--- config.mk ---
export PLATFORM = sky130hd
export DESIGN_NAME = masked_cs_decoder
export DESIGN_NICKNAME = d
export VERILOG_FILES = /design/src/rtl/mcs_pkg.sv /design/src/rtl/mcs_cfg_regs.sv /design/src/rtl/mcs_match.sv /design/src/rtl/mcs_prio.sv /design/src/rtl/masked_cs_decoder.sv
export SDC_FILE = /design/constraint.sdc
export NUM_CORES = 1
export LEC_CHECK = 0
export CORE_MARGIN = 2
export CORE_UTILIZATION = 55
export CTS_CLUSTER_SIZE = 28
export DETAILED_ROUTE_END_ITERATION = 10
export PLACE_DENSITY = 0.81
export SLEW_MARGIN = 40
export SYNTH_ARGS = -nofsm -noshare
export SYNTH_HDL_FRONTEND = slang
export SYNTH_HIERARCHICAL = 1
export SYNTH_SLANG_ARGS = --single-unit
export TNS_END_PERCENT = 100
--- constraint.sdc ---
create_clock -name clk -period 1.8 [get_ports clk]
set_clock_uncertainty 0.1 [all_clocks]
set_input_delay 0.36 -clock clk [delete_from_list [all_inputs] [get_ports clk]]
set_output_delay 0.36 -clock clk [all_outputs]
set_load 0.03 [all_outputs]
--- src/rtl/mcs_pkg.sv ---
package mcs_pkg;
    typedef enum logic [1:0] {
        FLD_BASE = 2'd0,
        FLD_MASK = 2'd1,
        FLD_CTRL = 2'd2,
        FLD_NONE = 2'd3
    } cfg_field_e;

    localparam int unsigned REG_DATA_W = 16;
endpackage

--- src/rtl/mcs_cfg_regs.sv ---
module mcs_cfg_regs #(
    parameter int unsigned NUM_CH = 3,
    parameter int unsigned CMP_W  = 12,
    parameter int unsigned IDX_W  = 2,
    parameter int unsigned DATA_W = 16
) (
    input  logic                          clk,
    input  logic                          rst_n,
    input  logic                          we,
    input  logic [IDX_W-1:0]              chan,
    input  logic [1:0]                    field,
    input  logic [DATA_W-1:0]             wdata,
    output logic [DATA_W-1:0]             rdata,
    output logic [NUM_CH-1:0][CMP_W-1:0]  base_o,
    output logic [NUM_CH-1:0][CMP_W-1:0]  mask_o,
    output logic [NUM_CH-1:0]             en_o
);
    import mcs_pkg::*;

    typedef struct packed {
        logic [NUM_CH-1:0][CMP_W-1:0] base;
        logic [NUM_CH-1:0][CMP_W-1:0] mask;
        logic [NUM_CH-1:0]            en;
    } regs_t;

    regs_t st_d, st_q;

    always_comb begin
        st_d  = st_q;
        rdata = '0;
        for (int i = 0; i < int'(NUM_CH); i++) begin
            if (chan == IDX_W'(i)) begin
                if (we) begin
                    case (cfg_field_e'(field))
                        FLD_BASE: st_d.base[i] = wdata[CMP_W-1:0];
                        FLD_MASK: st_d.mask[i] = wdata[CMP_W-1:0];
                        FLD_CTRL: st_d.en[i]   = wdata[0];
                        default:  ;
                    endcase
                end
                case (cfg_field_e'(field))
                    FLD_BASE: rdata = DATA_W'(st_q.base[i]);
                    FLD_MASK: rdata = DATA_W'(st_q.mask[i]);
                    FLD_CTRL: rdata = DATA_W'(st_q.en[i]);
                    default:  rdata = '0;
                endcase
            end
        end
    end

    always_ff @(posedge clk or negedge rst_n) begin
        if (!rst_n) st_q <= '0;
        else        st_q <= st_d;
    end

    assign base_o = st_q.base;
    assign mask_o = st_q.mask;
    assign en_o   = st_q.en;

    // a base write lands in the addressed channel only
    for (genvar g = 0; g < int'(NUM_CH); g++) begin : g_wchk
        assert_base_write_R7: assert property (@(posedge clk) disable iff (!rst_n)
            (we && field == 2'd0 && chan == IDX_W'(g)) |=> base_o[g] == $past(wdata[CMP_W-1:0]));
        assert_base_hold_R7: assert property (@(posedge clk) disable iff (!rst_n)
            !(we && field == 2'd0 && chan == IDX_W'(g)) |=> $stable(base_o[g]));
    end
endmodule

--- src/rtl/mcs_match.sv ---
module mcs_match #(
    parameter int unsigned CMP_W = 12
) (
    input  logic [CMP_W-1:0] addr_hi,
    input  logic [CMP_W-1:0] base,
    input  logic [CMP_W-1:0] mask,
    input  logic             en,
    output logic             hit
);
    logic [CMP_W-1:0] diff;

    always_comb begin
        diff = (addr_hi ^ base) & mask;
        hit  = en && (diff == '0);
    end
endmodule

--- src/rtl/mcs_prio.sv ---
module mcs_prio #(
    parameter int unsigned N = 3
) (
    input  logic [N-1:0] req,
    output logic [N-1:0] grant
);
    logic taken;

    always_comb begin
        grant = '0;
        taken = 1'b0;
        for (int i = 0; i < int'(N); i++) begin
            if (req[i] && !taken) begin
                grant[i] = 1'b1;
                taken    = 1'b1;
            end
        end
    end
endmodule

--- src/rtl/masked_cs_decoder.sv ---
module masked_cs_decoder #(
    parameter int unsigned NUM_CH = 3,
    parameter int unsigned ADDR_W = 20,
    parameter int unsigned GRAN_W = 8,
    parameter int unsigned IDX_W  = (NUM_CH > 1) ? $clog2(NUM_CH) : 1
) (
    input  logic                          clk,
    input  logic                          rst_n,
    input  logic                          cfg_we,
    input  logic [IDX_W-1:0]              cfg_chan,
    input  logic [1:0]                    cfg_field,
    input  logic [mcs_pkg::REG_DATA_W-1:0] cfg_wdata,
    output logic [mcs_pkg::REG_DATA_W-1:0] cfg_rdata,
    input  logic [ADDR_W-1:0]             bus_addr,
    input  logic                          bus_valid,
    output logic [NUM_CH-1:0]             cs
);
    localparam int unsigned CMP_W  = ADDR_W - GRAN_W;
    localparam int unsigned DATA_W = mcs_pkg::REG_DATA_W;

    logic [NUM_CH-1:0][CMP_W-1:0] base, mask;
    logic [NUM_CH-1:0]            en, hit, grant;
    logic [CMP_W-1:0]             addr_hi;

    typedef struct packed {
        logic [NUM_CH-1:0] cs;
    } out_t;

    out_t st_d, st_q;

    assign addr_hi = bus_addr[ADDR_W-1:GRAN_W];

    mcs_cfg_regs #(
        .NUM_CH(NUM_CH), .CMP_W(CMP_W), .IDX_W(IDX_W), .DATA_W(DATA_W)
    ) u_regs (
        .clk(clk), .rst_n(rst_n), .we(cfg_we), .chan(cfg_chan),
        .field(cfg_field), .wdata(cfg_wdata), .rdata(cfg_rdata),
        .base_o(base), .mask_o(mask), .en_o(en)
    );

    for (genvar g = 0; g < int'(NUM_CH); g++) begin : g_ch
        mcs_match #(.CMP_W(CMP_W)) u_match (
            .addr_hi(addr_hi), .base(base[g]), .mask(mask[g]),
            .en(en[g]), .hit(hit[g])
        );
    end

    mcs_prio #(.N(NUM_CH)) u_prio (.req(hit), .grant(grant));

    always_comb begin
        st_d    = st_q;
        st_d.cs = bus_valid ? grant : '0;
    end

    always_ff @(posedge clk or negedge rst_n) begin
        if (!rst_n) st_q <= '0;
        else        st_q <= st_d;
    end

    assign cs = st_q.cs;

    assert_single_select_R8: assert property (@(posedge clk) disable iff (!rst_n)
        $onehot0(cs));

    assert_idle_low_R6: assert property (@(posedge clk) disable iff (!rst_n)
        !bus_valid |=> cs == '0);

    for (genvar g = 0; g < int'(NUM_CH); g++) begin : g_chk
        assert_disabled_quiet_R4: assert property (@(posedge clk) disable iff (!rst_n)
            !en[g] |=> !cs[g]);
        assert_lowest_wins_R3: assert property (@(posedge clk) disable iff (!rst_n)
            (bus_valid && hit[g]) |=> (cs[g] || ((cs & NUM_CH'((1 << g) - 1)) != '0)));
        assert_hit_rule_R1: assert property (@(posedge clk) disable iff (!rst_n)
            (bus_valid && en[g] && ((addr_hi & mask[g]) == (base[g] & mask[g])))
                |=> cs != '0);
    end
endmodule

# After elaboration in Yosys (flattened, before gate mapping)
# Cells that the tools add are included.
word_totals:
  register_bits: 78
  wordCells: 52
op_classes:
  eq_ne: 4
  muxes: 11
  bitwise_logic: 6
  n_reduce_logical: 21
ops:
  columns: ["op", "n"]
  rows:
  - ["one-hot mux 12 bit (3 select lines)", 3]
  - ["bitwise AND 12 bit", 3]
  - ["zero test 12 bit", 3]
  - ["bitwise XOR 12 bit", 3]
  - ["two-way mux 16 bit", 2]
  - ["AND reduction 3 bit", 9]
  - ["two-way mux 12 bit", 1]
  - ["logical AND 1 bit", 5]
  - ["== test 2 x 1 -> 1 bit, second input constant", 2]
  - ["== test 2 bit, second input constant", 2]
  - ["zero test 2 bit", 2]
  - ["two-way mux 1 bit", 4]
  - ["two-way mux 3 bit", 1]
  - ["zero test 1 bit", 2]

# Depth between registers and ports, before layout
# Gate-level depths: netlist of run 1.
depth:
  depth_word: 12
  ltp_mapped: 6
  depth_no_buf: 6

# By module
# Netlist of run 1, hierarchy kept.
modules_own_cells:
  columns: ["module", "cells_each", "n_inst", "seq_area_each_um2", "area_each_um2"]
  rows:
  - ["mcs_cfg_regs", 261, 1, 1876.8, 3626.0]
  - ["mcs_match", 21, 3, 0.0, 163.9]
  - ["masked_cs_decoder", 6, 1, 75.1, 93.8]
  - ["mcs_prio", 3, 1, 0.0, 26.3]

# Least setup slack after synthesis of run 1
# Ideal clock, no wire load.
synth_path:
  path_kind: "input to output"
  startpoint: "input cfg_field[1]"
  endpoint: "output cfg_rdata[3] in the netlist's numbering"
  path_buffers: 1
  path_slack_ns: -0.300
  cell_stages: 3
  arrival_time_ns: 1.640
  path_cell_list: "buf_2 or3_1 o21ai_0"
synth_via:
  elab_chain_cells: 5
  elab_cells_between_ends: 9
synth_lines:
  columns: ["item", "line_no", "source"]
  rows:
  - ["start: declaration", "masked_cs_decoder.sv:11", "input logic [1:0] cfg_field,"]
  - ["== test 2 bit (tied with other cells)", "mcs_cfg_regs.sv:41", "case (cfg_field_e'(field))"]
  - ["one-hot mux 12 bit (3 select lines)", "mcs_cfg_regs.sv:41", null]
  - ["two-way mux 12 bit", "mcs_cfg_regs.sv:32", "if (chan == IDX_W'(i)) begin"]
  - ["two-way mux 16 bit", "mcs_cfg_regs.sv:32", null]
  - ["two-way mux 16 bit *", "mcs_cfg_regs.sv:32", null]
  - ["end: declaration", "masked_cs_decoder.sv:13", "output logic [mcs_pkg::REG_DATA_W-1:0] cfg_rdata,"]
# Mark *: on every way between the ends. The rest lies on a longest branch, timed or not.

# Final worst setup path of run 1
layout_path:
  startpoint: "input cfg_chan[0]"
  endpoint: "output cfg_rdata[5] in the netlist's numbering"
layout_via:
  elab_chain_cells: 4
  elab_cells_between_ends: 6
layout_lines:
  columns: ["item", "line_no", "source"]
  rows:
  - ["start: declaration", "masked_cs_decoder.sv:10", "input logic [IDX_W-1:0] cfg_chan,"]
  - ["zero test 2 bit", "mcs_cfg_regs.sv:32", null]
  - ["two-way mux 12 bit", "mcs_cfg_regs.sv:32", null]
  - ["two-way mux 16 bit", "mcs_cfg_regs.sv:32", null]
  - ["two-way mux 16 bit *", "mcs_cfg_regs.sv:32", null]
# Marked as above.

==> results of run 1 <==
==> power by group through the flow <==
stage | clock (mW) | sequential (mW) | combinational, mW
after global routing | 1.31 | 2.55 | 1.89
after detailed placement | 0 | 2.51 | 1.59
after CTS | 1.22 | 2.48 | 1.71
after floorplan | 0 | 2.44 | 1.01
final | 1.23 | 2.51 | 1.78
after global placement | 0 | 2.49 | 1.55
==> per-stage QoR <==
| stage | setup WS, ns | area (sq um) | instances | setup TNS [ns] | hold WS (ns) |
|---|---|---|---|---|---|
| 5_1_grt | -0.2659 | 5685 | 555 | -3.079 | 0.3281 |
| 4_1_cts | -0.2787 | 5652 | 554 | -2.445 | 0.3031 |
| 6_report | -0.2433 | 5685 | 555 | -2.504 | 0.3031 |
| 2_1_floorplan | -0.1937 | 4329 | 336 | -0.6562 | -0.03559 |
| 3_3_place_gp | -1.019 | 5189 | 518 | -63.00 | 0.1384 |
| 3_5_place_dp | -1.012 | 5189 | 518 | -61.48 | 0.1405 |
==> synthesized netlist by cell type <==
| library cell | n |
|---|---|
| sky130_fd_sc_hd__nand4bb_1 | 1 |
| sky130_fd_sc_hd__nor2_2 | 2 |
| sky130_fd_sc_hd__inv_1 | 1 |
| sky130_fd_sc_hd__mux2_4 | 10 |
| sky130_fd_sc_hd__o21ai_0 | 9 |
| sky130_fd_sc_hd__buf_6 | 1 |
| sky130_fd_sc_hd__or3_1 | 2 |
| sky130_fd_sc_hd__nor3_1 | 1 |
| sky130_fd_sc_hd__mux2_1 | 1 |
| sky130_fd_sc_hd__xor2_1 | 36 |
| sky130_fd_sc_hd__or3b_2 | 1 |
| sky130_fd_sc_hd__nor3b_2 | 2 |
| sky130_fd_sc_hd__conb_1 | 1 |
| sky130_fd_sc_hd__a22oi_1 | 15 |
| sky130_fd_sc_hd__o21ai_1 | 1 |
| sky130_fd_sc_hd__and4_1 | 1 |
| sky130_fd_sc_hd__a21o_1 | 3 |
| sky130_fd_sc_hd__nand2b_4 | 1 |
| sky130_fd_sc_hd__nand2b_1 | 4 |
| sky130_fd_sc_hd__nand3b_1 | 8 |
| sky130_fd_sc_hd__a222oi_1 | 3 |
| sky130_fd_sc_hd__nand2b_2 | 1 |
| sky130_fd_sc_hd__nor2b_1 | 5 |
| sky130_fd_sc_hd__mux2i_1 | 23 |
| sky130_fd_sc_hd__buf_4 | 11 |
| sky130_fd_sc_hd__nor2_1 | 9 |
| sky130_fd_sc_hd__o22a_1 | 5 |
| sky130_fd_sc_hd__or3b_1 | 1 |
| sky130_fd_sc_hd__or2_0 | 1 |
| sky130_fd_sc_hd__nand3_1 | 3 |
| sky130_fd_sc_hd__dfrtp_1 | 78 |
| sky130_fd_sc_hd__nand2_1 | 6 |
| sky130_fd_sc_hd__nand4_1 | 3 |
| sky130_fd_sc_hd__mux4_2 | 3 |
| sky130_fd_sc_hd__o221ai_1 | 4 |
| sky130_fd_sc_hd__and2_1 | 3 |
| sky130_fd_sc_hd__mux2_2 | 64 |
| sky130_fd_sc_hd__buf_2 | 8 |
| sky130_fd_sc_hd__o311ai_0 | 1 |
==> layout make-up <==
class | instances | area [sq um]
clock buffer | 13 | 158.9
clock inverter | 3 | 18.77
fill | 489 | 1922
inverter | 1 | 3.754
multi-input combinational | 237 | 2312
sequential | 78 | 1952
tap | 102 | 127.6
timing repair buffer | 121 | 1112
==> registers in the layout, summed over array words and instances (netlist names) <==
| signal | flops |
|---|---|
| u_regs/base_o | 36 |
| u_regs/mask_o | 36 |
| cs | 3 |
| u_regs/en_o | 3 |
==> per-layer routing <==
| layer | part of all wire, % | vias up |
|---|---|---|
| met2 | 47 | 168 |
| li1 | - | 1443 |
| met1 | 42 | 1666 |
| met5 | 0 | - |
| met4 | 4.1 | 0 |
| met3 | 6.5 | 47 |
==> kinds of logic after synthesis <==
kind of cell | after synthesis | share of synthesized area (%)
muxes | 101 | 27.84
other | 1 | 0.08849
and+or+nand+nor | 55 | 8.178
xor gates and xnor gates | 36 | 7.440
buffers and inverters | 21 | 3.248
AOI/OAI and AO/OA | 41 | 7.145
DFF | 78 | 46.06
==> timing repair <==
item,CTS,global route
resized for setup,84,8
setup buffers,19,3
pin swaps,19,14
hold endpoints to repair,15,0
hold buffers,1,0
setup endpoints to repair,91,28
==> worst min path at each step <==
| stage | endpoint | slack [ns] | cells after the start |
|---|---|---|---|
| 5_1_grt | u_regs/base_o[28] | 0.33 | 2 |
| 4_1_cts | u_regs/base_o[28] | 0.30 | 2 |
| 3_5_place_dp | u_regs/base_o[28] | 0.14 | 1 |
| 3_3_place_gp | u_regs/base_o[16] | 0.14 | 1 |
| 6_report | u_regs/mask_o[19] | 0.30 | 2 |
| 2_1_floorplan | cs[0] | -0.04 | 0 |
==> impl_metrics.tcl, run 1 <==
set metrics [dict create \
    die_w_um 91.78 \
    placement.io_buffers 46 \
    num_vias 3324 \
    die_y_um 91.78 \
    global_route_met3_utilization_pct 4.766 \
    finish.utilization_pct 74.74 \
    power.density_nw_per_um2 970.3 \
    worst_ep_required_time_ns 1.34 \
    reg2reg_end "cs[2]" \
    worst_slack_ns -0.2433 \
    min_period_ns 2.043 \
    drtAntennaViolNets 0 \
    failing_checks "negative setup slack" \
    overflow 0 \
    met2_usage_pct 46.69 \
    post_synth_top_area_share_pct 46.06 \
    drt-pass1-iter-count 5 \
    worstPathCellList "buf_6 > buf_6 > buf_6 > or3b_4 > o22a_1 > o21ai_4 > buf_6" \
    timing.reg2reg.setup_slack_ns -0.01 \
    layout.cells.most_common "sky130_fd_sc_hd__dfrtp_1" \
    antenna_found_initial 0 \
    post-layout-total-power_mw 5.517 \
    clk_root_buffer_cell "sky130_fd_sc_hd__clkbuf_8" \
    hold_class "in -> async" \
    result_of_the_run "finished with violations" \
    worst_setup_path_endpoint "cfg_rdata[5]" \
    drive_above_1_share_pct 46.36 \
    timing_worst_setup_path_type "in -> out" \
    global_route.peak_usage_layer "met2" \
    power_share_of_the_combinational_group_pct 32.3 \
    synth_sequential_area_ratio_pct 46.06 \
    fmaxAchievable_mhz 489.4 \
    internal_power_mw 3.698 \
    drt_drc_violations_left 0 \
    die_area_sq_um 8424 \
    post_synthesis_cell_count 333 \
    synth_top_cell_by_area "sky130_fd_sc_hd__dfrtp_1" \
    grt_start_max_net_pins 43 \
    detail_route.wirelength_mm 12.13 \
    critical_path.most_common_cell "sky130_fd_sc_hd__buf_6" \
    worst_path_max_delay_cell "sky130_fd_sc_hd__or3b_4" \
    io-pin-count 63 \
    postSynthRegisterBits 78 \
    areaGrowthSynthToFinish_pct 34.16 \
    critical_path_peak_fanout 5 \
    fp.coreArea_sq_um 7607 \
    power.clock.fraction_pct 22.2 \
    slowest_delay_ns 0.42 \
    worst-r2r-cell-count 6 \
    h-tree-depth 3 \
    netSwitchingFraction_pct 32.97 \
    path_delay_family "buffers and inverters" \
    hold_violations 0 \
    setup.worst_path.start "cfg_chan[0]" \
    worst_setup_end_kind "output port" \
    clk_transition_reported_paths_ns 0.08 \
    ys_warn_count 6 \
    first_global_vias 3485 \
    peakVddDrop_v 0.0005759 \
    track_usage_pct 29.99 \
    setup_violations 14 \
    clk_path_buf_depth 2 \
    startpoint_kind_of_the_worst_setup_timing_path "input port" \
    floorplan.rows 32 \
    cap_viol_max_count 0 \
    mostFrequentLayoutCells "sky130_fd_sc_hd__dfrtp_1, sky130_fd_sc_hd__mux2_2, sky130_fd_sc_hd__buf_4, sky130_fd_sc_hd__xor2_1, sky130_fd_sc_hd__buf_6" \
    grt_setup_unrepaired "yes" \
    cts_buffers 9 \
    dp_hpwl_mm 7.932 \
    drtIter0Drc 353 \
    yosys-top-cells-area "sky130_fd_sc_hd__dfrtp_1, sky130_fd_sc_hd__mux2_2, sky130_fd_sc_hd__xor2_1, sky130_fd_sc_hd__mux2i_1, sky130_fd_sc_hd__mux2_4" \
    timing.critical_path.arrival_ns 1.58 \
    insertedDiodeCount 0 \
    floorplan.initialDensity_pct 55.71 \
    min_period_over_period_pct 113.5 \
    reg2reg_from "u_regs/base_o[6]" \
    synth_cell_type_count 39 \
    number_of_nets_in_the_layout 492 \
    clock_tree_from_tritoncts "yes" \
    gp_congestion 0.9152 \
    slew_viol_final 0 \
    wl_per_cell_um 21.86 \
    postSynthAreaPerCell_sq_um 12.73 \
    cts_num_sinks 78 \
    worst_skew_pair.late_latency_ns 0.36 \
    worst-path-buf-inv 4 \
    grt.met1_usage_pct 40.93 \
    mappedNetlistArea_sq_um 4238 \
    post_drt_via_cell_ratio 5.989 \
    grt_first_pass_wirelength_mm 19.16 \
    power.switching_mw 1.819 \
    cellLeakagePower_nw 2.613 \
    seqPwrFrac_pct 45.4 \
    cp.depth 7 \
]
Power figures use the tool's default switching activity.
==> run 2, diff against run 1 <==
--- a/config.mk
+++ b/config.mk
@@ -10,6 +10,7 @@
 export CTS_CLUSTER_SIZE = 28
 export DETAILED_ROUTE_END_ITERATION = 10
 export PLACE_DENSITY = 0.81
+export SKIP_CTS_REPAIR_TIMING = 1
 export SLEW_MARGIN = 40
 export SYNTH_ARGS = -nofsm -noshare
 export SYNTH_HDL_FRONTEND = slang
==> impl_metrics.tcl, run 2 (synthesized netlist as in run 1, its figures left out) <==
set metrics [dict create \
    worst_setup_end_kind "output port" \
    antenna_found_initial 0 \
    clk_transition_reported_paths_ns 0.08 \
    power.switching_mw 1.793 \
    floorplan.initialDensity_pct 55.71 \
    startpoint_kind_of_the_worst_setup_timing_path "input port" \
    cap_viol_max_count 0 \
    areaGrowthSynthToFinish_pct 35.81 \
    cellLeakagePower_nw 2.692 \
    cts_buffers 9 \
    drt_drc_violations_left 0 \
    drtAntennaViolNets 0 \
    post-layout-total-power_mw 5.536 \
    num_vias 3300 \
    result_of_the_run "finished with violations" \
    worst_slack_ns -0.3313 \
    fp.coreArea_sq_um 7607 \
    path_delay_family "buffers and inverters" \
    timing.critical_path.arrival_ns 1.67 \
    critical_path_peak_fanout 11 \
    hold_class "in -> async" \
    min_period_over_period_pct 118.4 \
    min_period_ns 2.131 \
    wl_per_cell_um 21.79 \
    dpl_worst_slack_ns -1.012 \
    grt_first_pass_wirelength_mm 17.24 \
    cts_num_sinks 78 \
    clock_tree_from_tritoncts "yes" \
    finish.cell_count_without_fillers 554 \
    worst_ep_required_time_ns 1.34 \
    filler_cell_count 470 \
    hold_violations 0 \
    netSwitchingFraction_pct 32.38 \
    grt_setup_unrepaired "yes" \
    die_y_um 91.78 \
    reg2reg_end "cs[1]" \
    clk_path_buf_depth 2 \
    peakVddDrop_v 0.0005683 \
    detail_route.wirelength_mm 12.07 \
    internal_power_mw 3.743 \
    area_taken_by_flip_flops_and_latches_sq_um 1952 \
    power.clock.fraction_pct 21.9 \
    fin_tns_setup_ns -3.992 \
    seqPwrFrac_pct 45.3 \
    drtIter0Drc 401 \
    track_usage_pct 27.00 \
    insertedDiodeCount 0 \
    timing_worst_setup_path_type "in -> out" \
    timing.reg2reg.setup_slack_ns -0.04 \
    worst-path-buf-inv 3 \
    mostFrequentLayoutCells "sky130_fd_sc_hd__dfrtp_1, sky130_fd_sc_hd__buf_4, sky130_fd_sc_hd__mux2_2, sky130_fd_sc_hd__xor2_1, sky130_fd_sc_hd__clkdlybuf4s50_1" \
    reg2reg_from "u_regs/base_o[2]" \
    failing_checks "negative setup slack" \
    worst-r2r-cell-count 8 \
    clk_root_buffer_cell "sky130_fd_sc_hd__clkbuf_8" \
    gp_congestion 0.9152 \
    h-tree-depth 3 \
    drt-pass1-iter-count 5 \
    multi_input_comb_area_sq_um 2346 \
    drive_above_1_share_pct 46.46 \
    die_area_sq_um 8424 \
    fmaxAchievable_mhz 469.2 \
    floorplan.rows 32 \
    power_share_of_the_combinational_group_pct 32.8 \
    slew_viol_final 0 \
    number_of_nets_in_the_layout 491 \
    worst_skew_pair.late_latency_ns 0.35 \
    io-pin-count 63 \
    first_global_vias 3246 \
    setup_violations 40 \
    dp_hpwl_mm 7.932 \
    die_w_um 91.78 \
    place_inst 518 \
    power.density_nw_per_um2 961.9 \
    layout.cells.most_common "sky130_fd_sc_hd__dfrtp_1" \
    worstPathCellList "dlymetal6s2s_1 > buf_4 > or3b_4 > o22a_1 > o21ai_4 > buf_6" \
    post_drt_via_cell_ratio 5.957 \
    placement.io_buffers 46 \
    worst_path_max_delay_cell "sky130_fd_sc_hd__or3b_4" \
    grt_start_max_net_pins 43 \
    overflow 0 \
    finish.utilization_pct 75.66 \
    slowest_delay_ns 0.44 \
]
## run 2: cell count changes in the layout (fill, tap and decap cells not counted), moves of 2 or more
cell,change
sky130_fd_sc_hd__buf_6,-3
sky130_fd_sc_hd__buf_4,-3
sky130_fd_sc_hd__dlygate4sd2_1,-4
sky130_fd_sc_hd__mux2_4,+9
sky130_fd_sc_hd__mux2_2,-8
sky130_fd_sc_hd__dlymetal6s2s_1,+5
sky130_fd_sc_hd__nor2_2,-2
sky130_fd_sc_hd__buf_12,+3
## run 2: final cells by class
cell class,instances,area share [%]
Tap cell,102,2.217
Sequential cell,78,33.91
Clock buffer,13,2.761
Multi-Input combinational cell,237,40.76
Clock inverter,3,0.3261
Timing Repair Buffer,120,19.96
Inverter,1,0.06522
## run 2: per-layer routing
| metal | wire length [um] | share of wire [%] | track usage [%] |
|---|---|---|---|
| met1 | 5052 | 42 | 38.37 |
| met2 | 5768 | 48 | 42.52 |
| met3 | 929 | 7.7 | 3.369 |
| met4 | 318 | 2.6 | 10.57 |
| met5 | 0 | 0 | 0 |
## run 2: worst max-delay path by stage
stage,start,cells past startpoint,end,slack [ns]
after floorplan,cfg_chan[1],4,cfg_rdata[10],-0.19
after global placement,cfg_field[0],6,cfg_rdata[2],-1.02
after detailed placement,cfg_field[0],6,cfg_rdata[2],-1.01
after CTS,cfg_field[0],6,cfg_rdata[2],-1.03
after global routing,cfg_field[1],6,cfg_rdata[6],-0.35
final,cfg_field[1],6,cfg_rdata[6],-0.33
## run 2: metrics by stage
stage                     instance area [sq um]  hold slack, ns
after floorplan                            4329        -0.03559
after global placement                     5189          0.1384
after detailed placement                   5189          0.1405
after CTS                                  5366         -0.2419
after global routing                       5756          0.3269
final                                      5756          0.3074
## run 2: power groups by stage
stage | registers, mW | logic, mW | clock network (mW)
6_report | 2.51 | 1.82 | 1.21
5_1_grt | 2.54 | 1.93 | 1.29
4_1_cts | 2.48 | 1.60 | 1.22
3_5_place_dp | 2.51 | 1.59 | 0
3_3_place_gp | 2.49 | 1.55 | 0
2_1_floorplan | 2.44 | 1.01 | 0
==> run 3, diff against run 2 <==
--- a/config.mk
+++ b/config.mk
@@ -7,6 +7,7 @@
 export LEC_CHECK = 0
 export CORE_MARGIN = 2
 export CORE_UTILIZATION = 55
+export CTS_CLUSTER_DIAMETER = 80
 export CTS_CLUSTER_SIZE = 28
 export DETAILED_ROUTE_END_ITERATION = 10
 export PLACE_DENSITY = 0.81
==> results of run 3 <==
Same layout as run 2: the final DEF is identical, and so are final timing and power.
